File: config.mk
export PLATFORM = sky130hd
export DESIGN_NAME = svm_sector_detect
export DESIGN_NICKNAME = d
export VERILOG_FILES = /design/src/rtl/svm_sector_pkg.sv /design/src/rtl/svm_rst_release.sv /design/src/rtl/svm_sat_abs.sv /design/src/rtl/svm_inv_sqrt3_scale.sv /design/src/rtl/svm_sector_resolve.sv /design/src/rtl/svm_sector_detect.sv
export SDC_FILE = /design/constraint.sdc
export NUM_CORES = 1
export LEC_CHECK = 0
export CORE_MARGIN = 5
export CORE_UTILIZATION = 60
export DETAILED_ROUTE_END_ITERATION = 10
export PLACE_DENSITY = 0.93
export SYNTH_ARGS = -nofsm -noshare
export SYNTH_HDL_FRONTEND = slang
export SYNTH_SLANG_ARGS = --single-unit
File: constraint.sdc
create_clock -name clk -period 1.5 [get_ports clk]
set_clock_uncertainty 0.15 [all_clocks]
set_input_delay 0.225 -clock clk [delete_from_list [all_inputs] [get_ports clk]]
set_output_delay 0.225 -clock clk [all_outputs]
set_load 0.02 [all_outputs]
File: src/rtl/svm_sector_pkg.sv
package svm_sector_pkg;
  localparam int unsigned COMP_W   = 16;
  localparam int unsigned FRAC_W   = COMP_W - 1;
  localparam int unsigned INV_SQRT3_Q15 = 18919;
  localparam int unsigned SECTOR_W = 3;

  typedef enum logic [SECTOR_W-1:0] {
    SEC_NONE = 3'd0,
    SEC_1    = 3'd1,
    SEC_2    = 3'd2,
    SEC_3    = 3'd3,
    SEC_4    = 3'd4,
    SEC_5    = 3'd5,
    SEC_6    = 3'd6
  } sector_e;
endpackage

File: src/rtl/svm_rst_release.sv
module svm_rst_release #(
  parameter int unsigned STAGES = 2
) (
  input  logic clk,
  input  logic rst_n,
  output logic rst_sync_n
);
  logic [STAGES-1:0] chain_q;
  logic [STAGES-1:0] chain_d;

  always_comb begin
    chain_d = {chain_q[STAGES-2:0], 1'b1};
  end

  always_ff @(posedge clk or negedge rst_n) begin
    if (!rst_n) chain_q <= '0;
    else        chain_q <= chain_d;
  end

  assign rst_sync_n = chain_q[STAGES-1];
endmodule

File: src/rtl/svm_sat_abs.sv
module svm_sat_abs #(
  parameter int unsigned W = 16
) (
  input  logic [W-1:0] value_i,
  output logic [W-1:0] mag_o
);
  localparam logic [W-1:0] MOST_NEG = {1'b1, {(W-1){1'b0}}};
  localparam logic [W-1:0] MOST_POS = {1'b0, {(W-1){1'b1}}};

  always_comb begin
    if (value_i == MOST_NEG)   mag_o = MOST_POS;
    else if (value_i[W-1])     mag_o = ~value_i + {{(W-1){1'b0}}, 1'b1};
    else                       mag_o = value_i;
  end

  // magnitude never reaches the sign bit
  always_comb begin
    p_mag_positive_r8: assert (mag_o[W-1] == 1'b0);
  end
endmodule

File: src/rtl/svm_inv_sqrt3_scale.sv
module svm_inv_sqrt3_scale #(
  parameter int unsigned W    = 16,
  parameter int unsigned COEF = 18919
) (
  input  logic [W-1:0] mag_i,
  output logic [W-1:0] scaled_o
);
  localparam int unsigned FRAC = W - 1;
  localparam int unsigned PW   = 2 * W;
  localparam logic [PW-1:0] COEF_P = PW'(COEF);
  localparam logic [PW-1:0] HALF_P = PW'(1) << (FRAC - 1);

  logic [PW-1:0] product;
  logic [PW-1:0] rounded;
  logic [PW-1:0] shifted;

  always_comb begin
    product  = {{W{1'b0}}, mag_i} * COEF_P;
    rounded  = product + HALF_P;
    shifted  = rounded >> FRAC;
    scaled_o = shifted[W-1:0];
  end

  // the rounded upper word fits the compare width and never exceeds its input
  always_comb begin
    p_no_spill_r9: assert (shifted[PW-1:W] == '0);
    p_scale_bound_r9: assert (scaled_o <= mag_i);
  end
endmodule

File: src/rtl/svm_sector_resolve.sv
module svm_sector_resolve
  import svm_sector_pkg::*;
#(
  parameter int unsigned W = 16
) (
  input  logic         alpha_neg_i,
  input  logic         beta_neg_i,
  input  logic [W-1:0] alpha_mag_i,
  input  logic [W-1:0] beta_scaled_i,
  output sector_e      sector_o
);
  logic steep;

  always_comb begin
    steep = beta_scaled_i > alpha_mag_i;
    unique case ({beta_neg_i, alpha_neg_i})
      2'b00:   sector_o = steep ? SEC_2 : SEC_1;
      2'b01:   sector_o = steep ? SEC_2 : SEC_3;
      2'b10:   sector_o = steep ? SEC_5 : SEC_6;
      default: sector_o = steep ? SEC_5 : SEC_4;
    endcase
  end
endmodule

File: src/rtl/svm_sector_detect.sv
module svm_sector_detect
  import svm_sector_pkg::*;
#(
  parameter int unsigned W    = COMP_W,
  parameter int unsigned COEF = INV_SQRT3_Q15
) (
  input  logic                clk,
  input  logic                rst_n,
  input  logic                in_valid,
  output logic                in_ready,
  input  logic [W-1:0]        in_alpha,
  input  logic [W-1:0]        in_beta,
  output logic                out_valid,
  output logic [SECTOR_W-1:0] out_sector
);
  logic          rst_sync_n;
  logic [W-1:0]  alpha_mag;
  logic [W-1:0]  beta_mag;
  logic [W-1:0]  beta_scaled;
  sector_e       sector_now;

  logic          ready_q, ready_d;
  logic          valid_q, valid_d;
  sector_e       sector_q, sector_d;
  logic          accept;

  svm_rst_release #(.STAGES(2)) u_rst (
    .clk        (clk),
    .rst_n      (rst_n),
    .rst_sync_n (rst_sync_n)
  );

  svm_sat_abs #(.W(W)) u_abs_alpha (
    .value_i (in_alpha),
    .mag_o   (alpha_mag)
  );

  svm_sat_abs #(.W(W)) u_abs_beta (
    .value_i (in_beta),
    .mag_o   (beta_mag)
  );

  svm_inv_sqrt3_scale #(.W(W), .COEF(COEF)) u_scale (
    .mag_i    (beta_mag),
    .scaled_o (beta_scaled)
  );

  svm_sector_resolve #(.W(W)) u_resolve (
    .alpha_neg_i   (in_alpha[W-1]),
    .beta_neg_i    (in_beta[W-1]),
    .alpha_mag_i   (alpha_mag),
    .beta_scaled_i (beta_scaled),
    .sector_o      (sector_now)
  );

  always_comb begin
    accept   = in_valid & ready_q;
    ready_d  = 1'b1;
    valid_d  = accept;
    sector_d = accept ? sector_now : sector_q;
  end

  always_ff @(posedge clk or negedge rst_sync_n) begin
    if (!rst_sync_n) begin
      ready_q  <= 1'b0;
      valid_q  <= 1'b0;
      sector_q <= SEC_NONE;
    end else begin
      ready_q  <= ready_d;
      valid_q  <= valid_d;
      sector_q <= sector_d;
    end
  end

  assign in_ready   = ready_q;
  assign out_valid  = valid_q;
  assign out_sector = sector_q;

  p_sector_range_r1: assert property (@(posedge clk) disable iff (!rst_sync_n)
    out_valid |-> (out_sector >= 3'd1 && out_sector <= 3'd6));

  p_valid_follows_r2: assert property (@(posedge clk) disable iff (!rst_sync_n)
    out_valid == $past(in_valid && in_ready));

  p_half_plane_r3: assert property (@(posedge clk) disable iff (!rst_sync_n)
    out_valid |-> ((out_sector <= 3'd3) == !$past(in_beta[W-1])));

  p_quad_first_r4: assert property (@(posedge clk) disable iff (!rst_sync_n)
    (out_valid && !$past(in_alpha[W-1]) && !$past(in_beta[W-1]))
      |-> (out_sector == 3'd1 || out_sector == 3'd2));

  p_quad_second_r5: assert property (@(posedge clk) disable iff (!rst_sync_n)
    (out_valid && $past(in_alpha[W-1]) && !$past(in_beta[W-1]))
      |-> (out_sector == 3'd2 || out_sector == 3'd3));

  p_quad_fourth_r6: assert property (@(posedge clk) disable iff (!rst_sync_n)
    (out_valid && !$past(in_alpha[W-1]) && $past(in_beta[W-1]))
      |-> (out_sector == 3'd5 || out_sector == 3'd6));

  p_quad_third_r7: assert property (@(posedge clk) disable iff (!rst_sync_n)
    (out_valid && $past(in_alpha[W-1]) && $past(in_beta[W-1]))
      |-> (out_sector == 3'd4 || out_sector == 3'd5));

  p_hold_idle_r12: assert property (@(posedge clk) disable iff (!rst_sync_n)
    !(in_valid && in_ready) |=> $stable(out_sector));
endmodule

==> flow_metrics.env, run 1 <==
export IMPL_outcome="aborted with a tool error"
export IMPL_haltStage="global routing (5_1_grt)"
export IMPL_stop_error="[ERROR GRT-0232] Routing congestion too high. Check the congestion heatmap in the GUI."
export IMPL_clock_path_buffers=2
export IMPL_placed_area_um2=7570
export IMPL_ys_seq_area_share_pct=3.07
export IMPL_grt_overflow=86
export IMPL_start_util_pct=61.7
export IMPL_io_pins=40
export IMPL_root_buffer="clkbuf_8"
export IMPL_synth_warnings=0
export IMPL_netlist_instances=649
export IMPL_synthFlopType="dfrtp_1"
export IMPL_yosys_area_top_type_share_pct=31.4
export IMPL_die_w_um=108
export IMPL_ys_types=49
export IMPL_grt_usage_pct=70.5
export IMPL_cts_buffers=3
export IMPL_num_rows=35
export IMPL_syn_mean_instance_area_um2=8.79
export IMPL_yosys_top_cells_area="ha_1, fa_1, inv_1"
export IMPL_endpoint_type="register input"
export IMPL_synth_top_cell_by_area="ha_1"
export IMPL_syn_area_um2=5710
export IMPL_place_gp_congestion=1.01
export IMPL_cts_sinks=7
export IMPL_synth_edf_count=0
export IMPL_h_tree_depth=1
export IMPL_grt_max_degree=22
export IMPL_port_buffers=39
export IMPL_place_detailed_hpwl_mm=18.3
export IMPL_die_y_um=108
export IMPL_grt_worst_setup_endpoint="out_sector[0]$_DFFE_PN0P_/D"
export IMPL_synth_async_sr_flop_share_pct=100
export IMPL_ys_seq_elements=7
[cell families after synthesis]
| logic type | after synthesis | share of synthesized area (%) |
|---|---|---|
| adder cells (fa/ha/maj) | 221 | 58.7 |
| buffers and inverters | 156 | 10.4 |
| AND/OR/NAND/NOR | 134 | 11.6 |
| AO/OA/AOI/OAI | 94 | 10.7 |
| XOR/XNOR | 35 | 5.37 |
| flip-flops | 7 | 3.07 |
| other | 1 | 0.0657 |
| multiplexers | 1 | 0.175 |
[cell usage after synthesis, types with 2 or more instances]
cell type  number
fa_1           78
nor3b_1         3
o21a_1          6
nand2b_1        2
or3_4           2
a21o_1         10
xor2_1         15
or3_1          11
clkbuf_1        5
or2_2           2
a31oi_1         5
o211ai_1        2
a21oi_1        29
a22oi_1         2
a221oi_1        3
o21ai_0        15
nand4_1         7
nor2b_1         2
nor2_1         28
ha_1          143
and3_1          5
o31ai_1         8
nand2_1        47
a211oi_1        5
dfrtp_1         7
and2_1          3
nor3_1          4
xnor2_1        20
inv_1         148
nand3_1        13
[timing repair]
| action | 4_1_cts |
|---|---|
| hold buffers | 2 |
| resized for setup | 89 |
| endpoints found under the setup margin | 7 |
| pin swaps | 49 |
| hold endpoints to repair | 7 |
| gates cloned | 0 |
| buffers inserted | 18 |
[per-layer routing]
layer,track usage (%),GRT overflow
met4,76.3,29
met1,66.1,0
met3,55.3,0
met5,21.9,1
met2,88.5,56
[metrics by stage]
stage | util, % | worst slack (ns) | TNS, ns | cells
4_1_cts | 86.6 | -6.74 | -13.46 | 992
3_5_place_dp | 81.9 | -7.52 | -15.03 | 969
3_3_place_gp | 81.9 | -7.02 | -13.98 | 969
2_1_floorplan | - | -6.30 | -12.44 | 650
==> run 2, diff against run 1 <==
CORE_UTILIZATION = 40   (was 60)
PLACE_DENSITY = unset   (was 0.93)
PLACE_DENSITY_LB_ADDON = 0.15   (was unset)
==> flow_metrics.env, run 2 <==
export IMPL_largest_reg_flops=3
export IMPL_grtUsageMet3_pct=0.742
export IMPL_drv_slew=0
export IMPL_cts_sinks=7
export IMPL_fin_crit_sh_pct=535
export IMPL_cp_required_ns=1.51
export IMPL_relSlewSlack_pct=67.1
export IMPL_dr_pass1_iters=5
export IMPL_antenna_found_initial=1
export IMPL_clock_path_buffers=2
export IMPL_placed_cells=1024
export IMPL_synth_async_sr_flop_share_pct=100
export IMPL_worst_slew_pin_slew_ns=0.489
export IMPL_syn_area_um2=5710
export IMPL_worst_ep_arrival_time_ns=8.04
export IMPL_fin_ws_ns=-6.53
export IMPL_cts_buffers=3
export IMPL_syn2layout_area_growth_pct=43.2
export IMPL_violations="negative setup slack"
export IMPL_drt_iter0_drc=229
export IMPL_die_y_um=129
export IMPL_place_gp_congestion=0.932
export IMPL_ys_seq_elements=7
export IMPL_end_kind="register"
export IMPL_ys_seq_area_share_pct=3.07
export IMPL_path_max_fanout=4
export IMPL_grt_pass1_vias=5591
export IMPL_grt_usage_pct=19.9
export IMPL_final_area_um2=8170
export IMPL_n_fill_cell=1244
export IMPL_root_buffer="clkbuf_16"
export IMPL_r2r_end="out_sector[1]"
export IMPL_outcome="finished with violations"
export IMPL_synth_common_cells="inv_1, ha_1, fa_1"
export IMPL_maxCapViolations=0
export IMPL_clock_latency_ns=0.23
export IMPL_critPathMaxStageDelay_ns=0.56
export IMPL_placed_area_um2=7650
export IMPL_yosys_area_top_type_share_pct=31.4
export IMPL_yosys_top_cells_area="ha_1, fa_1, inv_1"
export IMPL_top_usage_layer="met2"
export IMPL_layout_cells_non_filler=1043
export IMPL_synth_edf_count=0
export IMPL_netlist_instances=649
export IMPL_hold_class="input port to asynchronous set/reset pin"
export IMPL_grt_overflow=0
export IMPL_grtUsageMet2_pct=34.3
export IMPL_drt_total_wl_mm=16.1
export IMPL_slowest_stage="fa_1"
export IMPL_num_rows=43
export IMPL_reg2reg_setup_slack_ns=0.18
export IMPL_drive_above_1_share_pct=32.8
export IMPL_dieArea_um2=16800
export IMPL_start_util_pct=40.9
export IMPL_die_w_um=129
export IMPL_io_pins=40
export IMPL_rsz0062_at_grt="yes"
export IMPL_setup_violations_final=2
export IMPL_critPathLaunchType="input port"
export IMPL_ys_types=49
export IMPL_core_area_um2=13900
export IMPL_reg_top3="out_sector x3, u_rst.chain_q x2"
export IMPL_fmax_mhz=125
export IMPL_place_detailed_hpwl_mm=14.4
export IMPL_drc=0
export IMPL_diodes=0
export IMPL_vias=5143
export IMPL_ant_nets=0
export IMPL_grt_max_degree=19
export IMPL_regMostFlops="out_sector"
export IMPL_viasPerCell=4.93
export IMPL_grtUsageMet1_pct=28.9
export IMPL_critPathKind="input port to register"
export IMPL_synthFlopType="dfrtp_1"
export IMPL_fin_nets=1120
export IMPL_port_buffers=39
export IMPL_mostFrequentLayoutCells="buf_4, inv_1, ha_1"
export IMPL_cts_tree="done"
export IMPL_final_hold_viol_count=0
export IMPL_final_common_cell="buf_4"
export IMPL_yosysMostFrequentCell="inv_1"
export IMPL_grt_pass1_wl_mm=26.9
export IMPL_h_tree_depth=1
export IMPL_routedWlPerCell_um=15.5
export IMPL_clkTransAtPathRegs_ns=0.04
export IMPL_synth_top_cell_by_area="ha_1"
export IMPL_r2r_start="in_ready"
export IMPL_synth_warnings=0
export IMPL_rr_worst_depth=4
export IMPL_cpMostUsedCell="fa_1"
export IMPL_layout_min_cycle_time_ns=8.03
export IMPL_syn_mean_instance_area_um2=8.79
[run 2: layer usage]
| layer | share of wire [%] | vias up |
|---|---|---|
| li1 | - | 2556 |
| met1 | 49 | 2466 |
| met2 | 48 | 99 |
| met3 | 2.1 | 20 |
| met4 | 0.87 | 2 |
| met5 | 0.081 | - |
[run 2: kinds of logic after synthesis]
| group | synth area share [%] |
|---|---|
| other | 0.0657 |
| buffers and inverters | 10.4 |
| AO/OA/AOI/OAI | 10.7 |
| multiplexers | 0.175 |
| XOR/XNOR | 5.37 |
| flip-flops | 3.07 |
| AND/OR/NAND/NOR | 11.6 |
| adder cells (fa/ha/maj) | 58.7 |
[run 2: cell type report]
type	instances	area, µm²	share of cell area (%)
inverter	149	564	6.91
timing repair buffer	216	1710	20.9
clock buffer	4	78.8	0.965
tap	180	225	2.76
multi-input combinational	487	5420	66.3
sequential	7	175	2.14
[run 2: how the worst max path moves through the flow]
stage | start | slack (ns) | to
3_5_place_dp | in_beta[9] | -7.29 | out_sector[0]
2_1_floorplan | in_beta[9] | -6.30 | out_sector[1]
3_3_place_gp | in_beta[9] | -7.18 | out_sector[1]
4_1_cts | in_beta[7] | -6.51 | out_sector[0]
6_report | in_beta[7] | -6.53 | out_sector[0]
5_1_grt | in_beta[7] | -6.77 | out_sector[0]
[run 2: per-stage QoR]
stage	utilization, %	setup TNS [ns]	hold slack (ns)	setup WS (ns)
finish	58.6	-12.93	0.00701	-6.53
global route	58.6	-13.42	0.00928	-6.77
CTS	57.5	-12.91	0.00872	-6.51
detailed placement	54.9	-14.55	-0.0596	-7.29
global placement	54.9	-14.34	-0.0692	-7.18
floorplan	-	-12.44	-0.221	-6.30
[run 2: repair_timing]
item	CTS	global route
hold endpoints to repair	5	0
hold buffers	1	0
pin swaps	55	37
gates resized for setup	84	27
setup endpoints to repair	7	2
setup buffers	13	3
[run 2: worst max-delay path, delay by kind of cell]
family	cells	cell delay, ns
and+or+nand+nor	14	2.68
adders and majority gates	8	3.53
AOI/OAI and AO/OA	5	0.99
buffers and inverters	8	0.63
Power of run 2 is not shown: default switching activity piles up to over one toggle a cycle in this logic, so the estimate is an artifact.
